**src/rtl/refdiv_dual.sv**
```systemverilog
module refdiv_dual #(
  parameter int W         = 12,
  parameter int MIN_RATIO = 6
) (
  input  logic         clk,
  input  logic         rst_n,
  input  logic         clk_en,
  input  logic [W-1:0] ratio,
  input  logic         half_sel,
  input  logic         run_a,
  input  logic         run_b,
  output logic         strobe_a,
  output logic         strobe_b
);
  localparam logic [W-1:0] FLOOR = W'(MIN_RATIO);

  logic [W-1:0] cnt_q;
  logic         skip_q;

  wire [W-1:0] eff = (ratio < FLOOR) ? FLOOR : ratio;
  wire         tc  = clk_en && (cnt_q == '0);
  wire         pass_b = run_b && (!half_sel || !skip_q);

  always_ff @(posedge clk or negedge rst_n) begin
    if (!rst_n) begin
      cnt_q <= '0;
    end else if (clk_en) begin
      cnt_q <= (cnt_q == '0) ? eff - W'(1) : cnt_q - W'(1);
    end
  end

  always_ff @(posedge clk or negedge rst_n) begin
    if (!rst_n) begin
      skip_q <= 1'b0;
    end else if (!run_b || !half_sel) begin
      skip_q <= 1'b0;
    end else if (tc) begin
      skip_q <= !skip_q;
    end
  end

  always_ff @(posedge clk or negedge rst_n) begin
    if (!rst_n) begin
      strobe_a <= 1'b0;
      strobe_b <= 1'b0;
    end else begin
      strobe_a <= tc && run_a;
      strobe_b <= tc && pass_b;
    end
  end

  assert_single_R2: assert property (@(posedge clk) disable iff (!rst_n)
    strobe_a |=> !strobe_a);

  assert_tick_R3: assert property (@(posedge clk) disable iff (!rst_n)
    !$past(clk_en) |-> (!strobe_a && !strobe_b));

  assert_sync_R4: assert property (@(posedge clk) disable iff (!rst_n)
    (strobe_b && $past(run_a)) |-> strobe_a);

  assert_idle_a_R7: assert property (@(posedge clk) disable iff (!rst_n)
    !$past(run_a) |-> !strobe_a);

  assert_idle_b_R8: assert property (@(posedge clk) disable iff (!rst_n)
    !$past(run_b) |-> !strobe_b);
endmodule

```
**config.mk**
```make
export PLATFORM = sky130hd
export DESIGN_NAME = refdiv_dual
export DESIGN_NICKNAME = d
export VERILOG_FILES = /design/src/rtl/refdiv_dual.sv
export SDC_FILE = /design/constraint.sdc
export NUM_CORES = 1
export LEC_CHECK = 0
export ABC_AREA = 0
export BUFFER_PORTS_ARGS = -buffer_cell sky130_fd_sc_hd__buf_2
export CORE_MARGIN = 2
export CORE_UTILIZATION = 45
export DETAILED_ROUTE_END_ITERATION = 10
export PLACE_DENSITY = 0.72
export SYNTH_ARGS = -nofsm -noshare
export SYNTH_HDL_FRONTEND = slang
export SYNTH_SLANG_ARGS = --single-unit
```
**constraint.sdc**
```tcl
create_clock -name clk -period 5.7 [get_ports clk]
set_input_delay 1.14 -clock clk [delete_from_list [all_inputs] [get_ports clk]]
set_output_delay 1.14 -clock clk [all_outputs]
set_load 0.05 [all_outputs]
```
==> out/results.md, run 1 <==
- outcome: complete, no violations
- clock tree from TritonCTS: built
- y dimension of the die: 53.6 um
- Routed Antenna Nets: 0
- buffers added on ports: 19
- number of failing setup endpoints in the final timing report: 0
- total via count after detailed routing: 1093
- share of post-route cells with drive strength above 1: 0.200
- Max Clock Skew: 13.7 ps
- detailed-route wire length: 2.60 mm
- Die Outline Area: 2870 um2
- number of detailed-routing iterations run before antenna repair: 4
- Final min period: 3670 ps
- data required time at the worst endpoint: 5910 ps
- Setup CP Type: in -> reg
- Cell variety after synth: 44
- CTS Hold Bufs: 0
- pin count of the biggest net entering global routing: 18
- power density cells: 391 nW/um2
- setup repair after global routing missed its margin: no
- number of enable flip-flop cells after synthesis: 0
- WL/cell: 15.0 um
- count of antenna diodes in the layout: 0
- setup slack after placement: 1750 ps
- busiest grt layer: met2
- post-route setup slack: 2030 ps
- initial antenna violation count: 0
- Global Route met3 Usage: 0.0472
- count of yosys warnings during synthesis: 0
- routability cong.: 0.928
- DRT iter0 DRCs: 41
- core area: 2280 um2
- arrival time at the worst endpoint: 3870 ps
- clk slew on worst S/H paths: 110 ps
- Async SR Flop Fraction: 1.00
- overall fraction of global-route tracks in use: 0.222
- die width: 53.6 um
- met2 Resource Use GR: 0.381
- number of nets produced by synthesis: 147
- htree depth: 1
- grt total ovfl: 0
- Critical Path, Cell by Cell: buf_2 -> or4_1 -> nor3_2 -> a2111oi_4 -> nor2_1 -> ha_1 -> nand2b_1 -> nand3b_1 -> a211o_1 -> or3_2 -> a21oi_1
- CTS max path bufs: 2
- count of pins on the block boundary: 20
- effective utilization at floorplan: 0.487
- Resize count post-CTS: 0
- VDD IR max: 0.000286 V
- area growth from synthesis to layout: 10.3%
- Slew @ Worst Pin: 596 ps
- leak pwr: 0.509 nW
- via count of the first global-routing pass: 1094
- Mapped Avg Cell Area: 8.65 um2
- Post-synth top cells: 16 x nor2_1, 15 x dfrtp_1, 14 x a21oi_1
- most common cell in the netlist: nor2_1
- Clk Tree Root Cell: clkbuf_4
- area leader, netlist: dfrtp_1
- # nets final: 165
- worst rel slew slack: 0.600
- portion of synthesized cell area occupied by the leading cell type: 0.339
- top post-synthesis cells by area: dfrtp_1 34%, a21oi_1 6.3%, nor2_1 5.4%
- number of sinks handled by clock tree synthesis: 15
- reg2reg setup slack: 2840 ps
- clock latency of the later-clocked register in the worst-skew pair: 290 ps
- register bit total from synthesis: 15
- Period Utilization, post-route: 0.643
- setup TNS: 0 ps
- cells after synthesis: 128
- Max stage delay on crit path: 600 ps
- total of max-cap violations: 0
- CP startpoint kind: primary input
- number of buffers inserted during clock tree synthesis: 3
- cell area after synthesis: 1110 um2
- post-CTS setup repair buffer count: 0
- GR Util met1: 0.282
- CP endpoint kind: flip-flop
- DRC Markers: 0
- cell with the largest stage delay on the worst path: or4_1
- top flip-flop cell by instance count after synthesis: dfrtp_1
- final hold violation count: 0
- Max FO, Critical Path: 8
- post-DP HPWL: 2.02 mm
- count of final max-slew check failures: 0
- number of placement rows: 17
- vias per cell: 6.32
- worst hold path type: reg -> reg
- maximum clock rate: 273 MHz
- sequential fraction of the synthesis area: 0.339
- wire length of the first global-routing pass: 4.77 mm
final timing paths:
path | startpoint | end | cells after the start
min | cnt_q[10]$_DFFE_PN0P_ | cnt_q[10]$_DFFE_PN0P_ | 2
min in group asynchronous | rst_n | cnt_q[3]$_DFFE_PN0P_ | 1
max | ratio[7] | cnt_q[8]$_DFFE_PN0P_ | 11
max in group asynchronous | rst_n | cnt_q[1]$_DFFE_PN0P_ | 1
min reg2reg | cnt_q[10]$_DFFE_PN0P_ | cnt_q[10]$_DFFE_PN0P_ | 2
max reg2reg | cnt_q[7]$_DFFE_PN0P_ | cnt_q[8]$_DFFE_PN0P_ | 10
metal layers:
layer | vias to the layer above | share of wire | wire length (um)
li1 | 517 | - | -
met1 | 542 | 0.46 | 1200
met2 | 30 | 0.49 | 1260
met3 | 4 | 0.046 | 119
met4 | 0 | 0.0085 | 22
met5 | - | 0 | 0
registers in the layout, indices dropped and copies added, names as in the netlist:
signal / cells
strobe_a: 1
strobe_b: 1
cnt_q: 12
skip_q: 1
cells in the final DEF (no fill, tap or decap), types with 2 or more instances in the layout:
cell        n
a2111oi_0   2
a21oi_1    14
a22oi_1     2
a31oi_1     3
and3_1      3
buf_2      19
clkbuf_4    3
dfrtp_1    15
inv_1       5
nand2_1     8
nand2b_1    4
nor2_1     16
nor3_1      4
nor4_1      4
nor4b_1     2
o21ai_0     5
o311a_1     2
o31ai_1     2
or3_1       3
or4_1       3
or4_4       2
xnor2_1     3
power by group:
group	internal [mW]	total [mW]	switching, mW
clock network	0.0271	0.0640	0.0369
registers	0.146	0.204	0.0575
logic	0.0946	0.209	0.115
total	0.268	0.477	0.209
through the flow:
step	instances	util	hold WS, ps	power, mW	area [um2]
after floorplan	128	-	505	0.370	1110
after global placement	169	0.525	547	0.407	1190
after detailed placement	169	0.525	552	0.414	1190
after CTS	173	0.537	569	0.478	1220
after global routing	173	0.537	611	0.520	1220
final	173	0.537	566	0.477	1220
worst max-delay path: cells and delay by family:
kind	cells	cell delay [ps]
AND/OR/NAND/NOR	6	1790
AO/OA/AOI/OAI	3	630
adder cells (fa/ha/maj)	1	200
buffers and inverters	1	120
area by class of cell:
type	instances	area, um2
fillers	206	1050
multi-input cells	102	671
flip-flops and latches	15	375
repair buffers	19	95.1
well taps	28	35.0
clock buffers	4	26.3
inverters	5	18.8
kinds of logic after synthesis:
logic type	synth area share
compound gates	0.269
buf+inv	0.0554
fa+ha+maj	0.0113
flops	0.339
simple gates	0.294
xor+xnor	0.0316
No activity file was read; power rests on OpenSTA's default activity.
==> run 2, diff against run 1 <==
Clock period 5.7 ns to 3.5 ns, I/O delays scaled along.
==> out/results.md, run 2 (synthesized netlist as in run 1, its figures left out) <==
- clock latency of the later-clocked register in the worst-skew pair: 290 ps, about the same
- number of sinks handled by clock tree synthesis: 15, unchanged
- initial antenna violation count: 0, unchanged
- total via count after detailed routing: 1091, -0.18%
- Register-to-Register Path Depth: 10, unchanged
- total of max-cap violations: 0, unchanged
- number of failing setup endpoints in the final timing report: 0, unchanged
- tightest hold margin: 299 ps, -267 ps
- via count of the first global-routing pass: 980, -10%
- flip-flop count of the largest register, all copies and words added: 12, unchanged
- CTS Hold Bufs: 0, unchanged
- WL/cell: 16.1 um, +6.8%
- commonest cells after routing, fill and taps aside: 19 x buf_2, 16 x nor2_1, 15 x dfrtp_1
- post-CTS setup repair buffer count: 0, unchanged
- count of antenna diodes in the layout: 0, unchanged
- area growth from synthesis to layout: 11.0%
- fraction of power consumed by the clock network: 0.133, about the same
- number of detailed-routing iterations run before antenna repair: 4, unchanged
- die width: 53.6 um, unchanged
- share of post-route cells with drive strength above 1: 0.205, +0.00548
- Resize count post-CTS: 0, unchanged
- setup repair after global routing missed its margin: no
- Period Utilization, post-route: 0.904
- clk slew on worst S/H paths: 90 ps, -20 ps
- Post-DP Area: 1200 um2, +0.63%
- clock tree from TritonCTS: built
- total power consumption of the routed design: 798 uW, +67%
- Clk Tree Root Cell: clkbuf_4
- worst hold path type: in -> async
- Die Outline Area: 2870 um2, unchanged
- count of pins on the block boundary: 20, unchanged
- number of placement rows: 17, unchanged
- overall fraction of global-route tracks in use: 0.222, about the same
- Internal Pwr Total: 438 uW, +64%
- reg2reg setup slack: 550 ps, -2290 ps
- wire length of the first global-routing pass: 4.62 mm, -3.0%
- CTS max path bufs: 2, unchanged
- Routed Antenna Nets: 0, unchanged
- Max Clock Skew: 0.653 ps, -13.1 ps
- switching part of the total: 0.450, +0.0119
- maximum clock rate: 316 MHz
- post-DP HPWL: 2.01 mm, -0.80%
- pin count of the biggest net entering global routing: 18, unchanged
- htree depth: 1, unchanged
- setup TNS: 0 ps, unchanged
- effective utilization at floorplan: 0.487, unchanged
- detailed-route wire length: 2.79 mm, +7.5%
- RR Endpoint: cnt_q[10]$_DFFE_PN0P_
- Max FO, Critical Path: 4, -4
- VDD IR max: 0.000383 V, +34%
- combinational group share of total power: 0.444, +0.005
- arrival time at the worst endpoint: 3390 ps, -480 ps
- most common cell after layout, fill and taps aside: buf_2
- sequential power share: 0.423, -0.004
- number of fill cells in the layout: 210, +1.9%
- buffers added on ports: 19, unchanged
- final hold violation count: 0, unchanged
- switching power total: 359 uW, +72%
- number of buffers inserted during clock tree synthesis: 3, unchanged
- routability cong.: 0.851, -8.2%
- Slew @ Worst Pin: 634 ps, +38.5 ps
- CP startpoint kind: primary input
- largest register by flop count: cnt_q
- count of final max-slew check failures: 0, unchanged
- CP endpoint kind: flip-flop
- Final min period: 3160 ps
- leak pwr: 0.515 nW, +1.1%
- # nets final: 166, +0.61%
- grt total ovfl: 0, unchanged
- Setup CP Type: in -> reg
- Finished Core Util: 0.540, +0.00330
- DRT iter0 DRCs: 51, +24%
- power density cells: 649 nW/um2, +66%
- vias per cell: 6.27, -0.76%
- worst rel slew slack: 0.574, -0.0258
- y dimension of the die: 53.6 um, unchanged
- outcome: complete, no violations
- DRC Markers: 0, unchanged
- data required time at the worst endpoint: 3730 ps, -2180 ps
- core area: 2280 um2, unchanged
- Final Instance Area: 1230 um2, +0.61%
- reg-to-reg startpoint: cnt_q[2]$_DFFE_PN0P_
[run 2: changes by cell type in the layout (fill, tap and decap cells not counted), sizes merged]
cell	delta
buf	+1
[run 2: power groups by stage]
stage | clock, mW | combinational [mW] | sequential [mW]
after detailed placement | 0 | 0.347 | 0.335
final | 0.106 | 0.354 | 0.338
after CTS | 0.108 | 0.350 | 0.334
after global placement | 0 | 0.337 | 0.329
after floorplan | 0 | 0.315 | 0.287
after global routing | 0.114 | 0.388 | 0.346
[run 2: worst max path at each step]
stage,slack [ps],cells past startpoint,endpoint,startpoint
global placement,120,11,cnt_q[8]$_DFFE_PN0P_,ratio[7]
global route,150,11,cnt_q[8]$_DFFE_PN0P_,ratio[7]
finish,340,11,cnt_q[8]$_DFFE_PN0P_,ratio[7]
CTS,360,11,cnt_q[8]$_DFFE_PN0P_,ratio[7]
floorplan,310,10,cnt_q[8]$_DFFE_PN0P_,ratio[7]
detailed placement,40,11,cnt_q[8]$_DFFE_PN0P_,ratio[7]
[run 2: critical path, stage by stage]
cell	delay (ps)
buf_2	120
or4_1	600
nor3_2	320
a2111oi_4	120
nor2_1	110
ha_1	200
nand2b_1	110
nand3b_1	200
a211o_1	330
or3_2	460
a21oi_1	130
[run 2: layer usage]
metal  share of wire  GRT usage  vias to the layer above
met1            0.44      0.297                      515
met2            0.47      0.366                       54
met3           0.075     0.0333                        3
met4          0.0082     0.0769                        0
met5               0          0                        -
li1                -          -                      519
[run 2: cell type report]
class                           instances  area [um2]  area share
Clock buffer                            4        26.3      0.0214
Inverter                                5        18.8      0.0153
Multi-Input combinational cell        102         671       0.546
Sequential cell                        15         375       0.305
Tap cell                               28        35.0      0.0285
Timing Repair Buffer                   20         103      0.0835
[run 2: per-stage QoR]
stage / cells / setup slack (ps)
after floorplan: 128 / 313
after global placement: 170 / 122
after detailed placement: 170 / 41.0
after CTS: 174 / 363
after global routing: 174 / 151
final: 174 / 336
==> run 3, diff against run 2 <==
Settings changed: HOLD_SLACK_MARGIN set to 0.06.
Clock period 3.5 ns to 3.6 ns, I/O delays scaled along.
==> out/results.md, run 3 (synthesized netlist as in run 1, its figures left out) <==
- pin count of the biggest net entering global routing: 18, unchanged
- initial antenna violation count: 0, unchanged
- Final min period: 3230 ps
- Post-Layout Cell Count: 173, -0.57%
- Critical Path, Cell by Cell: buf_2 -> or4_1 -> nor3_2 -> a2111oi_4 -> nor2_1 -> ha_1 -> nand2b_1 -> nand3b_1 -> a211o_1 -> or3_2 -> a21oi_1
- reg-to-reg startpoint: cnt_q[7]$_DFFE_PN0P_
- tightest hold margin: 324 ps, +25.0 ps
- htree depth: 1, unchanged
- DRT iter0 DRCs: 34, -33%
- clk slew on worst S/H paths: 100 ps, about the same
- number of buffers inserted during clock tree synthesis: 3, unchanged
- maximum clock rate: 310 MHz
- setup repair after global routing missed its margin: no
- arrival time at the worst endpoint: 3440 ps, +50 ps
- WL/cell: 15.9 um, -1.1%
- clock latency of the later-clocked register in the worst-skew pair: 290 ps, about the same
- CTS Hold Bufs: 0, unchanged
- Internal Pwr Total: 424 uW, -3.2%
- wire length of the first global-routing pass: 4.75 mm, +2.7%
- number of fill cells in the layout: 207, -1.4%
- CP startpoint kind: primary input
- crit-path leading delay family: simple AND/OR/NAND/NOR gates
- path length in cells of the critical path: 11, unchanged
- setup TNS: 0 ps, unchanged
- total via count after detailed routing: 1110, +1.7%
- power density cells: 627 nW/um2, -3.3%
- commonest cells after routing, fill and taps aside: 19 x buf_2, 16 x nor2_1, 15 x dfrtp_1
- number of placement rows: 17, unchanged
- overall fraction of global-route tracks in use: 0.226, +0.00365
- grt total ovfl: 0, unchanged
- detailed-route wire length: 2.75 mm, -1.7%
- Max Clock Skew: 6.78 ps, +6.12 ps
- count of antenna diodes in the layout: 0, unchanged
- Max FO, Critical Path: 8, +4
- effective utilization at floorplan: 0.487, unchanged
- DRC Markers: 0, unchanged
- y dimension of the die: 53.6 um, unchanged
- Die Outline Area: 2870 um2, unchanged
- count of final max-slew check failures: 0, unchanged
- combinational group share of total power: 0.443, about the same
- flip-flop count of the largest register, all copies and words added: 12, unchanged
- routability cong.: 0.928, +9.0%
- Clk Tree Root Cell: clkbuf_4
- number of sinks handled by clock tree synthesis: 15, unchanged
- post-placement cell count: 169, -0.59%
- data required time at the worst endpoint: 3820 ps, +90 ps
- core area: 2280 um2, unchanged
- area taken by flip-flops and latches: 375 um2, unchanged
- most common cell after layout, fill and taps aside: buf_2
- Setup CP Type: in -> reg
- start point of the critical path: ratio[7]
- die width: 53.6 um, unchanged
- CTS max path bufs: 2, unchanged
- count of pins on the block boundary: 20, unchanged
- CP endpoint kind: flip-flop
- number of detailed-routing iterations run before antenna repair: 4, unchanged
- Period Utilization, post-route: 0.897
- final hold violation count: 0, unchanged
- total of max-cap violations: 0, unchanged
- post-DP HPWL: 2.00 mm, -0.46%
- clock tree from TritonCTS: built
- buffers plus inverters on the worst setup path: 1, unchanged
- Resize count post-CTS: 0, unchanged
- largest register by flop count: cnt_q
- Routed Antenna Nets: 0, unchanged
- outcome: complete, no violations
- worst rel slew slack: 0.603, +0.0289
- Max stage delay on crit path: 600 ps, about the same
- # nets final: 165, -0.60%
- number of failing setup endpoints in the final timing report: 0, unchanged
- via count of the first global-routing pass: 1063, +8.5%
- leak pwr: 0.509 nW, -1.1%
- buffers added on ports: 19, unchanged
- post-CTS setup repair buffer count: 0, unchanged
- cell with the largest stage delay on the worst path: or4_1
- Register-to-Register Path Depth: 10, unchanged
- vias per cell: 6.42, +2.3%
- Slew @ Worst Pin: 591 ps, -43.0 ps
- sequential power share: 0.423, about the same
- total power consumption of the routed design: 766 uW, -3.9%
- area of combinational cells with multiple inputs: 671 um2, unchanged
- worst hold path type: in -> async
- VDD IR max: 0.000453 V, +18%
- area growth from synthesis to layout: 10.3%
- fraction of power consumed by the clock network: 0.134, about the same
- share of post-route cells with drive strength above 1: 0.200, -0.00548
- switching power total: 342 uW, -4.8%
- switching part of the total: 0.446, -0.00403
[run 3: changes by cell type in the layout (fill, tap and decap cells not counted)]
cell   change
buf_4      -1
[run 3: path summary, 6_finish.rpt]
path | to | slack (ps)
max in group asynchronous | cnt_q[1]$_DFFE_PN0P_ | 3010
min in group clk | cnt_q[10]$_DFFE_PN0P_ | 560
min reg2reg | cnt_q[10]$_DFFE_PN0P_ | 560
max reg2reg | cnt_q[10]$_DFFE_PN0P_ | 710
min | cnt_q[10]$_DFFE_PN0P_ | 320
max | cnt_q[8]$_DFFE_PN0P_ | 370
[run 3: per-layer routing]
layer	part of all wire	vias to the layer above	track usage
met3	0.071	8	0.0333
li1	-	523	-
met5	0	-	0
met2	0.48	54	0.374
met4	0.021	0	0.0897
met1	0.43	525	0.296
[run 3: cell type report]
| type | instances | share of cell area |
|---|---|---|
| clock buffer | 4 | 0.0215 |
| inverter | 5 | 0.0154 |
| multi-input combinational | 102 | 0.549 |
| sequential | 15 | 0.307 |
| tap | 28 | 0.0287 |
| timing repair buffer | 19 | 0.0779 |
[run 3: power by group through the flow]
stage / Clock, mW / Sequential, mW / Combinational [mW]
floorplan: 0 / 0.279 / 0.307
global placement: 0 / 0.322 / 0.322
detailed placement: 0 / 0.323 / 0.334
CTS: 0.104 / 0.320 / 0.336
global route: 0.111 / 0.334 / 0.380
finish: 0.102 / 0.324 / 0.340
[run 3: per-stage QoR]
stage | setup slack, ps | instance area [um2] | util
finish | 371 | 1220 | 0.537
CTS | 385 | 1220 | 0.537
global route | 182 | 1220 | 0.537
floorplan | 393 | 1110 | -
global placement | 152 | 1190 | 0.525
detailed placement | 87.8 | 1190 | 0.525
